## src/rtl/dma_seq_pkg.sv

```systemverilog
package dma_seq_pkg;

    typedef enum logic [1:0] {
        ST_IDLE  = 2'd0,
        ST_RUN   = 2'd1,
        ST_FAULT = 2'd2
    } seq_state_e;

    typedef enum logic [1:0] {
        SZ_BYTE = 2'd0,
        SZ_HALF = 2'd1,
        SZ_WORD = 2'd2
    } xfer_size_e;

    localparam logic [2:0] CODE_INC_BYTE = 3'b000;
    localparam logic [2:0] CODE_INC_HALF = 3'b001;
    localparam logic [2:0] CODE_INC_AUTO = 3'b010;
    localparam logic [2:0] CODE_FIX_BYTE = 3'b011;
    localparam logic [2:0] CODE_FIX_HALF = 3'b100;
    localparam logic [2:0] CODE_FIX_WORD = 3'b101;

    typedef struct packed {
        logic       reserved;
        logic       fixed;
        logic       burst;
        xfer_size_e size;
    } seq_mode_t;

endpackage

```

## src/rtl/dma_seq_decode.sv

```systemverilog
module dma_seq_decode
    import dma_seq_pkg::*;
#(
    parameter int ADDR_W = 32
) (
    input  logic [2:0]        code,
    input  logic [ADDR_W-1:0] base,
    output seq_mode_t         mode,
    output logic [ADDR_W-1:0] first_addr
);

    always_comb begin
        mode       = '{reserved: 1'b0, fixed: 1'b0, burst: 1'b0, size: SZ_BYTE};
        first_addr = base;
        case (code)
            CODE_INC_BYTE: begin
                mode.size = SZ_BYTE;
            end
            CODE_INC_HALF: begin
                mode.size     = SZ_HALF;
                first_addr[0] = 1'b0;
            end
            CODE_INC_AUTO: begin
                if (base[1:0] == 2'b00) begin
                    mode.size = SZ_WORD;
                end else if (base[0] == 1'b0) begin
                    mode.size = SZ_HALF;
                end else begin
                    mode.size = SZ_BYTE;
                end
            end
            CODE_FIX_BYTE: begin
                mode.fixed = 1'b1;
                mode.size  = SZ_BYTE;
            end
            CODE_FIX_HALF: begin
                mode.fixed    = 1'b1;
                mode.size     = SZ_HALF;
                first_addr[0] = 1'b0;
            end
            CODE_FIX_WORD: begin
                mode.fixed      = 1'b1;
                mode.burst      = 1'b1;
                mode.size       = SZ_WORD;
                first_addr[1:0] = 2'b00;
            end
            default: begin
                mode.reserved = 1'b1;
            end
        endcase
    end

endmodule

```

## src/rtl/dma_seq_benable.sv

```systemverilog
module dma_seq_benable
    import dma_seq_pkg::*;
(
    input  logic       enable,
    input  xfer_size_e size,
    input  logic [1:0] low_addr,
    output logic [3:0] lanes
);

    always_comb begin
        lanes = 4'b0000;
        if (enable) begin
            unique case (size)
                SZ_BYTE: lanes = 4'b0001 << low_addr;
                SZ_HALF: lanes = low_addr[1] ? 4'b1100 : 4'b0011;
                SZ_WORD: lanes = 4'b1111;
                default: lanes = 4'b0000;
            endcase
        end
    end

endmodule

```

## src/rtl/dma_seq_stepper.sv

```systemverilog
module dma_seq_stepper
    import dma_seq_pkg::*;
#(
    parameter int ADDR_W = 32
) (
    input  logic [ADDR_W-1:0] cur_addr,
    input  seq_mode_t         mode,
    output logic [ADDR_W-1:0] next_addr
);

    logic [ADDR_W-1:0] step;

    always_comb begin
        step = '0;
        if (!mode.fixed) begin
            step = ADDR_W'(1) << mode.size;
        end
        next_addr = cur_addr + step;
    end

endmodule

```

## src/rtl/dma_addr_seq.sv

```systemverilog
module dma_addr_seq
    import dma_seq_pkg::*;
#(
    parameter int ADDR_W = 32
) (
    input  logic              clk,
    input  logic              rst_n,
    input  logic              load,
    input  logic [2:0]        seq_code,
    input  logic [ADDR_W-1:0] start_addr,
    input  logic              xfer_done,
    output logic [ADDR_W-1:0] addr_out,
    output logic [1:0]        size_out,
    output logic [3:0]        byte_en,
    output logic              burst,
    output logic              seq_valid,
    output logic              cfg_err
);

    seq_state_e        state_q;
    seq_state_e        state_d;
    seq_mode_t         mode_q;
    seq_mode_t         dec_mode;
    logic [ADDR_W-1:0] addr_q;
    logic [ADDR_W-1:0] dec_first;
    logic [ADDR_W-1:0] adv_addr;
    logic              running;

    dma_seq_decode #(.ADDR_W(ADDR_W)) u_decode (
        .code       (seq_code),
        .base       (start_addr),
        .mode       (dec_mode),
        .first_addr (dec_first)
    );

    dma_seq_stepper #(.ADDR_W(ADDR_W)) u_stepper (
        .cur_addr  (addr_q),
        .mode      (mode_q),
        .next_addr (adv_addr)
    );

    // Next state: LOAD_OK / LOAD_BAD from any state; ADVANCE stays in ST_RUN
    always_comb begin
        state_d = state_q;
        unique case (state_q)
            ST_IDLE, ST_RUN, ST_FAULT: begin
                if (load) begin
                    state_d = dec_mode.reserved ? ST_FAULT : ST_RUN;
                end
            end
            default: state_d = ST_IDLE;
        endcase
    end

    always_ff @(posedge clk or negedge rst_n) begin
        if (!rst_n) begin
            state_q <= ST_IDLE;
        end else begin
            state_q <= state_d;
        end
    end

    // Address and mode registers
    always_ff @(posedge clk or negedge rst_n) begin
        if (!rst_n) begin
            addr_q <= '0;
            mode_q <= '{reserved: 1'b0, fixed: 1'b0, burst: 1'b0, size: SZ_BYTE};
        end else if (load) begin
            if (!dec_mode.reserved) begin
                addr_q <= dec_first;
                mode_q <= dec_mode;
            end
        end else if (state_q == ST_RUN && xfer_done) begin
            addr_q <= adv_addr;
        end
    end

    assign running   = (state_q == ST_RUN);
    assign addr_out  = addr_q;
    assign seq_valid = running;
    assign cfg_err   = (state_q == ST_FAULT);
    assign burst     = running & mode_q.burst;
    assign size_out  = running ? mode_q.size : SZ_BYTE;

    dma_seq_benable u_benable (
        .enable   (running),
        .size     (mode_q.size),
        .low_addr (addr_q[1:0]),
        .lanes    (byte_en)
    );

endmodule

```

## config.mk

```make
export PLATFORM = sky130hd
export DESIGN_NAME = dma_addr_seq
export DESIGN_NICKNAME = d
export VERILOG_FILES = /design/src/rtl/dma_seq_pkg.sv /design/src/rtl/dma_seq_decode.sv /design/src/rtl/dma_seq_benable.sv /design/src/rtl/dma_seq_stepper.sv /design/src/rtl/dma_addr_seq.sv
export SDC_FILE = /design/constraint.sdc
export NUM_CORES = 1
export LEC_CHECK = 0
export BUFFER_PORTS_ARGS = -buffer_cell sky130_fd_sc_hd__buf_2
export CAP_MARGIN = 30
export CELL_PAD_IN_SITES_DETAIL_PLACEMENT = 0
export CELL_PAD_IN_SITES_GLOBAL_PLACEMENT = 2
export CORE_MARGIN = 1.5
export CORE_UTILIZATION = 29
export CTS_BUF_LIST = sky130_fd_sc_hd__clkbuf_16
export DETAILED_ROUTE_END_ITERATION = 8
export PLACE_DENSITY_LB_ADDON = 0.1
export SLEW_MARGIN = 20
export SYNTH_ARGS = -nofsm -noshare
export SYNTH_HDL_FRONTEND = slang
export SYNTH_SLANG_ARGS = --single-unit
```

## constraint.sdc

```tcl
create_clock -name clk -period 2.95 [get_ports clk]
set_clock_uncertainty 0.15 [all_clocks]
set_input_delay 0.7375 -clock clk [delete_from_list [all_inputs] [get_ports clk]]
set_output_delay 0.7375 -clock clk [all_outputs]
set_load 0.01 [all_outputs]
```

Word level (Yosys, flattened, before mapping)
Cells that the tools add are included.
- register bits after elaboration: 38
- input bits: 39
- add/sub/neg operators: 1
- equality and inequality tests: 11
- shift operators: 2
- muxes and demuxes: 18
- bitwise gates (word level): 1
- reduce and logical (&&, ||, !) cells: 13
- operator list (cell ; number):
    $mux W32 ; 4
    $add A32 B32 Y32 ; 1
    $shl A1 B2 Y32 const A ; 1
    $pmux W4 S3 ; 1
    $mux W2 ; 5
    $reduce_or A3 Y1 ; 3
    $mux W4 ; 2
    $eq A3 B2 Y1 const B ; 2
    $eq A3 B3 Y1 const B ; 2
    $logic_not A2 Y1 ; 3
    $pmux W2 S3 ; 1
    $reduce_or A6 Y1 ; 1
    $mux W1 ; 5
    $eq A2 B1 Y1 const B ; 2
    $eq A2 B2 Y1 const B ; 2
    $ne A2 B2 Y1 const B ; 2
    $reduce_and A2 Y1 ; 2
    $shl A1 B2 Y4 const A ; 1
    $eq A3 B1 Y1 const B ; 1
    $logic_not A3 Y1 ; 1
    $reduce_bool A2 Y1 ; 1
    $reduce_or A2 Y1 ; 1
    $and A1 B1 Y1 ; 1
    $logic_and A1 B1 Y1 ; 1

Longest topological paths before layout
Gate-level depths: netlist of the first run.
- depth in word-level cells: 5
- depth in mapped cells: 9

Modules after synthesis
Synthesis of the first run repeated with hierarchy kept, for this count alone.
- cell total of the unflattened synthesis: 287
- area, all modules: 2994.1 um^2
- modules (own cells, without submodules) (module ; instances ; cells each ; area each (um^2)):
    dma_addr_seq ; 1 ; 128 ; 1874.3
    dma_seq_stepper ; 1 ; 101 ; 720.7
    dma_seq_decode ; 1 ; 45 ; 332.8
    dma_seq_benable ; 1 ; 13 ; 66.3

Least setup slack after synthesis of the first run
No wires, ideal clock.
- kind: reg2reg
- start point: register mode_q[0] in the netlist's numbering
- end point: register addr_q[21] (netlist: addr_out[21])
- setup time: 0.121 ns
- data arrival time: 2.257 ns
- data required time: 2.679 ns
- path slack: 0.422 ns
- cell stages (with the launch flop): 10
- path buffers: 1
- clock period less this slack: 2.528 ns
- cells stage by stage: dfrtp_1 > inv_1 > nor3_1 > ha_1 > a21oi_1 > a2bb2oi_1 > clkbuf_1 > nor3_1 > o21a_1 > o22a_1
- longest elaborated chain between the ends: 5
- RTL lines (element ; RTL line ; source):
    from (decl) ; dma_addr_seq.sv:22 ; seq_mode_t mode_q;
    from (signal assigned) ; dma_addr_seq.sv:67 ; mode_q <= '{reserved: 1'b0, fixed: 1'b0, burst: 1'b0, size: SZ_BYTE};
    from (signal assigned) ; dma_addr_seq.sv:71 ; mode_q <= dec_mode;
    $shl A1 B2 Y32 ; dma_seq_stepper.sv:16 ; step = ADDR_W'(1) << mode.size;
    $mux W32 ; dma_seq_stepper.sv:15 ; if (!mode.fixed) begin
    $add A32 B32 Y32 ; dma_seq_stepper.sv:18 ; next_addr = cur_addr + step;
    $mux W32 ; dma_addr_seq.sv:73 ; end else if (state_q == ST_RUN && xfer_done) begin
    $mux W32 ; dma_addr_seq.sv:68 ; end else if (load) begin
    to (signal assigned) ; dma_addr_seq.sv:70 ; addr_q <= dec_first;
    to (signal assigned) ; dma_addr_seq.sv:74 ; addr_q <= adv_addr;
    to (decl) ; dma_addr_seq.sv:24 ; logic [ADDR_W-1:0] addr_q;
Every way passes these cells. The select of a mux whose other input is x is not followed.
A chain may end at the register's enable or synchronous reset.

Final worst setup path of the first run
- start point: register mode_q[0] in the netlist's numbering
- end point: register addr_q[19] (netlist: addr_out[19])
Same word-level chain as after synthesis.

==> flow_metrics.tcl, run 1 <==
set metrics [dict create \
    maxCapViolCount 0 \
    numPortBuffers 79 \
    core_mm2 0.00876 \
    critPathCaptureType "register" \
    start_kind "register" \
    power.density_cell_area_mw_per_mm2 606 \
    layout.nets 448 \
    regArea_um2 951 \
    synth_ff_type "dfrtp_1" \
    yosys_warnings 0 \
    syn_nets 363 \
    ant_nets 0 \
    finalPower_w 0.00205 \
    hold_viol 0 \
    peakVddDrop_uv 339 \
    cts_root_buffer "clkbuf_16" \
    synth_area_leaders "dfrtp_1 (36%), a21oi_1 (6.7%), nor2_1 (4.4%)" \
    cts.sinks 38 \
    grt.total_usage 0.196 \
    hpwlAfterDp_mm 6.89 \
    seqPwrFrac 0.370 \
    tns_ns 0 \
    syn2layout_area_growth_pct 28.8 \
    synth_common_cells "dfrtp_1 (38), a21oi_1 (35), nor2_1 (31)" \
    maxSlewViolCount 0 \
    critPathKind "reg2reg" \
    finalNonFillerCells 513 \
    cts_tree "built" \
    min_period_ns 2.77 \
    antenna_found_initial 0 \
    nFillCells 968 \
    pwr-share-clk 0.351 \
    rsz0062_at_grt "no" \
    die_w_um 98.1 \
    async_flop_share 1.00 \
    synth_cell_types 61 \
    post-route-period-util 0.938 \
    num_vias 2772 \
    dr.pass1.iters 4 \
    p_sw_frac 0.340 \
    grt_pass1_vias 2710 \
    initial_core_util 0.299 \
    clk_latency_ns 0.29 \
    yosysTopAreaCell "dfrtp_1" \
    max_stage_delay_ns 0.43 \
    wire_per_inst_um 17.9 \
    yosysSeqAreaShare 0.362 \
    die-height_um 98.1 \
    slew_headroom 0.588 \
    worst-path-max-fanout 8 \
    timing.hold.ws_ns 0.108 \
    dp_cells 505 \
    synth_seq_cells 38 \
    r2r_cells 9 \
    critical_path_arrival_ns 2.79 \
    synth.avg_cell_area_um2 8.22 \
    grt_max_degree 30 \
    dieArea_mm2 0.00963 \
    drtIter0Drc 137 \
    path_clk_slew_ns 0.06 \
    h-tree-depth 2 \
    top_level_ports 80 \
    synth_edf_count 0 \
    syn_area_mm2 0.00262 \
    worst_pin_slew_ns 0.618 \
    power.net_switching_w 0.000696 \
    fin_util 0.385 \
    cellLeakagePower_nw 1.47 \
    gp_congestion 0.818 \
    grt_overflow_total 0 \
    route.detailed.drc 0 \
    cts_made_buffers 5 \
    fmax_mhz 362 \
    diodes 0 \
    cts_buffer_depth 2 \
    drive_gt1_frac 0.289 \
    vias_per_cell 5.40 \
    combPwrFrac 0.279 \
    required_ns 2.98 \
    crit_slowest_cell "dfrtp_1" \
    synth_top_area_share 0.362 \
    syn_inst 319 \
    routed_wl_mm 9.19 \
    synth.most_common_cell "dfrtp_1" \
    internal-power_w 0.00135 \
    row_count 34 \
    crit_chain "inv_1, nor3_1, ha_1, a21oi_1, a2bb2oi_1, buf_4, nor2b_1, a311o_1, o21a_1" \
    outcome "complete, no violations" \
    multi_input_area_mm2 0.00155 \
    hp-class "in2async" \
    grt_pass1_wl_mm 14.9 \
    finalSetupViolCount 0 \
]
[cell families after synthesis]
logic type | Yosys count | synth area share
xor+xnor | 3 | 0.0100
compound gates | 105 | 0.265
buf+inv | 26 | 0.0510
fa+ha+maj | 5 | 0.0267
flops | 38 | 0.362
simple gates | 140 | 0.278
mux | 2 | 0.00763
[flip-flops by register name (all words and copies together), names as in the netlist]
signal    cells
addr_out     32
mode_q        4
state_q       2
[cells in the final DEF, fill, tap and decap left out, drive strengths merged, types with 6 or more instances in the layout]
cell type,count
dfrtp,38
nand2,25
nand3,16
nor2,31
a21oi,35
buf,96
o21ai,13
nand4,7
nor3,20
nor4,8
nor2b,6
inv,7
[area by class of cell]
| cell class | count | area share |
|---|---|---|
| well taps | 108 | 0.0400 |
| flip-flops and latches | 38 | 0.281 |
| multi-input cells | 255 | 0.458 |
| repair buffers | 96 | 0.156 |
| clock buffers | 5 | 0.0370 |
| inverters | 8 | 0.00889 |
| clock inverters | 3 | 0.0189 |
[final timing paths]
kind	startpoint	to	slack, ns
worst max register to register	mode_q[0]	addr_out[19]	0.18
worst min-delay path	rst_n	mode_q[0]	0.11
worst max-delay path	mode_q[0]	addr_out[19]	0.18
max in group asynchronous	rst_n	addr_out[12]	2.06
worst min register to register	state_q[0]	state_q[0]	0.38
min in group clk	state_q[0]	state_q[0]	0.38
[routing by layer]
| metal | share of wire | wire [µm] | global-route usage |
|---|---|---|---|
| met3 | 0.039 | 354 | 0.0336 |
| met2 | 0.46 | 4200 | 0.314 |
| met1 | 0.49 | 4520 | 0.273 |
| met5 | 0 | 0 | 0 |
| met4 | 0.013 | 119 | 0.0516 |
[power groups by stage]
stage / Clock, W / Combinational [W] / Sequential [W]
after floorplan: 0 / 0.000319 / 0.000763
after global placement: 0 / 0.000570 / 0.000765
after detailed placement: 0 / 0.000577 / 0.000767
after CTS: 0.000735 / 0.000578 / 0.000757
after global routing: 0.000757 / 0.000638 / 0.000779
final: 0.000717 / 0.000571 / 0.000758
[critical path: cells and delay by family, from the launching register on]
family | cells | cell delay [ns]
buffers and inverters | 2 | 0.33
DFF | 1 | 0.43
and+or+nand+nor | 2 | 0.42
AOI/OAI and AO/OA | 4 | 1.02
adders and majority gates | 1 | 0.30
[stage by stage]
step	setup WS [ns]	area [µm²]
2_1_floorplan	0.422	2620
3_3_place_gp	0.244	3170
3_5_place_dp	0.105	3180
4_1_cts	0.102	3370
5_1_grt	0.0359	3380
6_report	0.184	3380
[repair_timing]
item,in CTS,in global routing
gates resized for setup,0,1
hold buffers,0,0
endpoints found under the setup margin,0,3
buffers inserted,0,0
Power figures use the tool's default switching activity.
==> run 2, diff against run 1 <==
ABC_AREA = 1   (was not set)
CORE_UTILIZATION = 27   (was 29)
==> run 2 against run 1 <==
Effect of this change: critical path depth fell by 4; clock power fell by 26%; sequential power rose by 3.0%; sequential share of layout area fell by 3.3 points; worst setup slack improved by 0.45 ns; die area rose by 27%; synthesized cell count rose by 64%; cell area rose by 13%; global-route usage fell by 1.9 points; via count rose by 24%; worst hold slack improved by 0.13 ns.
==> flow_metrics.tcl, run 2 <==
set metrics [dict create \
    outcome "complete, no violations" \
    row_count 39 \
    synth_cell_types 38 \
    gp_congestion 0.799 \
    holdBufCountCts 0 \
    power.density_cell_area_mw_per_mm2 518 \
    syn_nets 567 \
    critical_path_arrival_ns 1.43 \
    synthAdderAreaFrac 0.0223 \
    synth-xor-area-share 0.00838 \
    synth_common_cells "nand2_1 (186), nor2_1 (85), inv_1 (63)" \
    initial_core_util 0.276 \
    die_w_um 111 \
    synth.avg_cell_area_um2 6.00 \
    num_vias 3424 \
    ant_nets 0 \
    synth_area_leaders "dfrtp_1 (30%), nand2_1 (22%), nor2_1 (10%)" \
    hold_viol 0 \
    cts_buffer_depth 2 \
    synthMuxAreaShare 0 \
    dieArea_mm2 0.0123 \
    drtIter0Drc 131 \
    yosysSeqAreaShare 0.303 \
    required_ns 2.06 \
    layout.nets 644 \
    place_ws_ns 0.635 \
    route.detailed.drc 0 \
    cts_tree "built" \
    top_level_ports 80 \
    async_flop_share 1.00 \
    cts_resized 0 \
    grt_pass1_wl_mm 17.5 \
    dr.pass1.iters 4 \
    largest_reg_flops 32 \
    critPathKind "reg2out" \
    synth_compound_area_frac 0.105 \
    start_kind "register" \
    syn_inst 523 \
    final_common_cell "nand2_1" \
    rsz0062_at_grt "no" \
    yosys_warnings 0 \
    finalPower_w 0.00198 \
    diodes 0 \
    tns_ns 0 \
    clk_latency_ns 0.28 \
    drive_gt1_frac 0.181 \
    cts_made_buffers 5 \
    synth_ff_type "dfrtp_1" \
    antenna_found_initial 0 \
    wire_per_inst_um 14.0 \
    numPortBuffers 79 \
    synth_top_area_share 0.303 \
    nFillCells 1308 \
    yosysTopAreaCell "dfrtp_1" \
    cellLeakagePower_nw 2.03 \
    synth_seq_cells 38 \
    slew_headroom 0.709 \
    worst_pin_slew_ns 0.436 \
    maxCapViolCount 0 \
    cts_root_buffer "clkbuf_16" \
    grt_max_degree 50 \
    min_period_ns 2.31 \
    synth_top_family_by_area "simple AND/OR/NAND/NOR gates" \
    path_clk_slew_ns 0.06 \
    post-route-period-util 0.784 \
    hp-class "in2async" \
    core_mm2 0.0114 \
    hpwlAfterDp_mm 8.18 \
    critPathCaptureType "output pin" \
    syn_area_mm2 0.00314 \
    grt_pass1_vias 3381 \
    fmax_mhz 432 \
    syn2layout_area_growth_pct 21.9 \
    peakVddDrop_uv 200 \
    synth_simple_gate_area_frac 0.459 \
    cts_setup_buffers 0 \
    die-height_um 111 \
    routed_wl_mm 10.4 \
    vias_per_cell 4.60 \
    h-tree-depth 2 \
    synth.most_common_cell "nand2_1" \
    worst-path-max-fanout 9 \
    finalSetupViolCount 0 \
    synth_edf_count 0 \
    cts.sinks 38 \
    grt_overflow_total 0 \
    maxSlewViolCount 0 \
    setup_slack_ns 0.636 \
    layout_common_cells "nand2_1 (186), nor2_1 (85), buf_2 (79)" \
    grt.total_usage 0.177 \
]
run 2: path summary, 6_finish.rpt:
| path | endpoint | slack (ns) | cells past startpoint | from |
|---|---|---|---|---|
| max | byte_en[2] | 0.64 | 5 | addr_out[1] |
| min | mode_q[3] | 0.24 | 1 | rst_n |
| max reg2reg | addr_out[8] | 0.64 | 14 | mode_q[1] |
| min reg2reg | mode_q[2] | 0.37 | 2 | mode_q[2] |
| max in group asynchronous | addr_out[28] | 1.83 | 2 | rst_n |
| min in group clk | mode_q[2] | 0.37 | 2 | mode_q[2] |
run 2: cell type report:
type,count,area (µm²),area share
sequential,38,951,0.249
clock buffer,5,125,0.0327
multi-input combinational,406,1860,0.488
timing repair buffer,84,445,0.116
inverter,65,246,0.0645
clock inverter,3,12.5,0.00327
tap,143,179,0.0468
run 2: cells by family after synthesis:
logic type / count (synthesis)
fa+ha+maj: 5
compound gates: 56
buf+inv: 79
simple gates: 342
flops: 38
xor+xnor: 3
run 2: per-layer routing:
metal,wire length [µm],up-vias,GRT usage
met1,5210,1566,0.250
met2,4790,54,0.293
li1,-,1799,-
met3,332,5,0.0202
met5,0,-,0
met4,64,0,0.0333
run 2: worst max-delay path, stage by stage, from the launching register on:
cell and delay (ns):
dfrtp_1 0.53, inv_1 0.09, o21ai_0 0.23, a31oi_1 0.07
nor2_1 0.10, buf_2 0.13
run 2: where the power goes:
group,switching (W),internal [W],total [W],leakage [nW]
Combinational,0.000414,0.000255,0.000669,1.50
Clock,0.000224,0.000306,0.000530,0.0724
Sequential,0.000161,0.000620,0.000781,0.459
Total,0.000798,0.00118,0.00198,2.03
run 2: per-stage QoR:
stage / instance area [µm²] / hold slack (ns) / instances / util
after global routing: 3820 / 0.275 / 744 / 0.336
after floorplan: 3140 / 0.292 / 523 / -
final: 3820 / 0.235 / 744 / 0.336
after detailed placement: 3690 / 0.348 / 736 / 0.324
after global placement: 3690 / 0.353 / 736 / 0.324
after CTS: 3820 / 0.257 / 744 / 0.336
==> run 3, diff against run 2 <==
ABC_AREA = 0   (was 1)
CORE_UTILIZATION = 26   (was 27)
clock period = 2.1 ns   (was 2.95 ns; I/O delays follow)
==> run 3 against run 2 <==
Effect of this change: the flow now finishes with violations (setup timing); worst setup slack got worse by 0.98 ns; die area shrank 13%; global-route usage rose by 1.9 points; count of clock-buffer cells in the layout did not move; wire length shrank 3.1%; first-iteration DRC count fell by 42%; non-clock buffer count increased by 73; combinational power grew 91%; worst hold slack lost 0.19 ns; core utilization grew 10 points; critical endpoint is now addr_out[30].
==> flow_metrics.tcl, run 3 (same netlist as run 1, synthesis figures left out) <==
set metrics [dict create \
    cts_made_buffers 5 \
    outcome "finished, violations left" \
    grt_max_degree 29 \
    syn2layout_area_growth_pct 63.2 \
    critical_path_arrival_ns 2.52 \
    h-tree-depth 2 \
    num_vias 3030 \
    grt_pass1_wl_mm 15.9 \
    numPortBuffers 79 \
    dr.pass1.iters 6 \
    seqPwrFrac 0.335 \
    rsz0062_at_grt "yes" \
    start_kind "register" \
    tns_ns -5.80 \
    cts.sinks 38 \
    antenna_found_initial 0 \
    diodes 0 \
    clk_latency_ns 0.28 \
    violations "setup timing" \
    max_stage_delay_ns 0.49 \
    worst-path-max-fanout 4 \
    peakVddDrop_uv 329 \
    path_clk_slew_ns 0.06 \
    final_cell_area_mm2 0.00428 \
    routed_wl_mm 10.1 \
    critPathBufInv 1 \
    critPathCaptureType "register" \
    hpwlAfterDp_mm 7.44 \
    critPathKind "reg2reg" \
    wl_met3_um 319 \
    routed-wl-met2_mm 4.75 \
    dieArea_mm2 0.0107 \
    combPwrFrac 0.421 \
    cellLeakagePower_nw 1.90 \
    hp-class "in2async" \
    layout_common_cells "buf_2 (79), buf_4 (63), dfrtp_1 (34)" \
    grt_overflow_total 0 \
    largest_reg_flops 32 \
    die_w_um 103 \
    gp_congestion 0.787 \
    holdBufCountCts 0 \
    slew_headroom 0.616 \
    drt-met1-wl_mm 4.92 \
    pwr-share-clk 0.244 \
    internal-power_w 0.00193 \
    grt.total_usage 0.196 \
    final_common_cell "buf_2" \
    cpLargestDelayFamily "simple AND/OR/NAND/NOR gates" \
    route.detailed.drc 0 \
    cts_root_buffer "clkbuf_16" \
    maxCapViolCount 0 \
    fin_util 0.438 \
    dp_cells 578 \
    layout.nets 509 \
    required_ns 2.17 \
    vias_per_cell 5.06 \
    regArea_um2 956 \
    drtIter0Drc 76 \
    drive_gt1_frac 0.509 \
    nFillCells 1034 \
    hold_viol 0 \
    placed_cell_area_mm2 0.00366 \
    maxSlewViolCount 0 \
    crit_chain "buf_6, nor3_4, ha_2, fa_2, a21o_2, a21oi_2, or3_4, or4_4, nand3_2" \
    min_period_ns 2.45 \
    fmax_mhz 409 \
    top_level_ports 80 \
    top_layer_used "met4" \
    row_count 36 \
    post-route-period-util 1.17 \
    die-height_um 103 \
    power.net_switching_w 0.00112 \
    wire_per_inst_um 16.8 \
    power.density_cell_area_mw_per_mm2 712 \
    worst_pin_slew_ns 0.571 \
    finalNonFillerCells 599 \
    p_sw_frac 0.368 \
    setup_slack_ns -0.347 \
    grt_pass1_vias 2977 \
    core_mm2 0.00977 \
    cts_buffer_depth 2 \
    finalSetupViolCount 28 \
    ant_nets 0 \
    cts_tree "built" \
    crit_slowest_cell "or4_4" \
    initial_core_util 0.268 \
    multi_input_area_mm2 0.00191 \
]
run 3: cell type report:
type,count,share of cell area
clock buffers,5,0.0292
flip-flops and latches,38,0.223
repair buffers,157,0.252
multi-input cells,255,0.446
clock inverters,3,0.00292
inverters,8,0.00760
well taps,133,0.0389
run 3: through the flow:
step	worst slack [ns]	hold slack, ns	total power (W)
final	-0.347	0.0459	0.00305
after floorplan	-0.179	0.0794	0.00154
after global routing	-0.425	0.0867	0.00324
after global placement	-0.303	0.340	0.00209
after CTS	-0.343	0.0663	0.00298
after detailed placement	-0.345	0.354	0.00209
run 3: power groups by stage:
stage / registers (W) / logic, W / clock network (W)
after detailed placement: 0.00102 / 0.00107 / 0
after CTS: 0.00101 / 0.00121 / 0.000766
final: 0.00102 / 0.00128 / 0.000743
after global routing: 0.00105 / 0.00141 / 0.000785
after global placement: 0.00102 / 0.00107 / 0
after floorplan: 0.00108 / 0.000466 / 0
run 3: final timing paths:
path	from	endpoint	slack, ns	depth (start not counted)
max reg2reg	mode_q[1]	addr_out[30]	-0.35	9
min	rst_n	addr_out[6]	0.05	1
max in group asynchronous	rst_n	addr_out[26]	1.17	2
min reg2reg	state_q[0]	state_q[0]	0.38	1
min in group clk	start_addr[4]	addr_out[4]	0.37	3
max	mode_q[1]	addr_out[30]	-0.35	9
run 3: timing repair:
action | in CTS | in global routing
resized for setup | 51 | 37
buffers inserted | 10 | 6
endpoints found under the setup margin | 33 | 37
pin swaps | 25 | 23
gates cloned | 1 | 0
run 3: metal layers:
| layer | global-route usage | vias up |
|---|---|---|
| li1 | - | 1493 |
| met1 | 0.284 | 1464 |
| met2 | 0.314 | 66 |
| met3 | 0.0255 | 7 |
| met4 | 0.0374 | 0 |
| met5 | 0 | - |
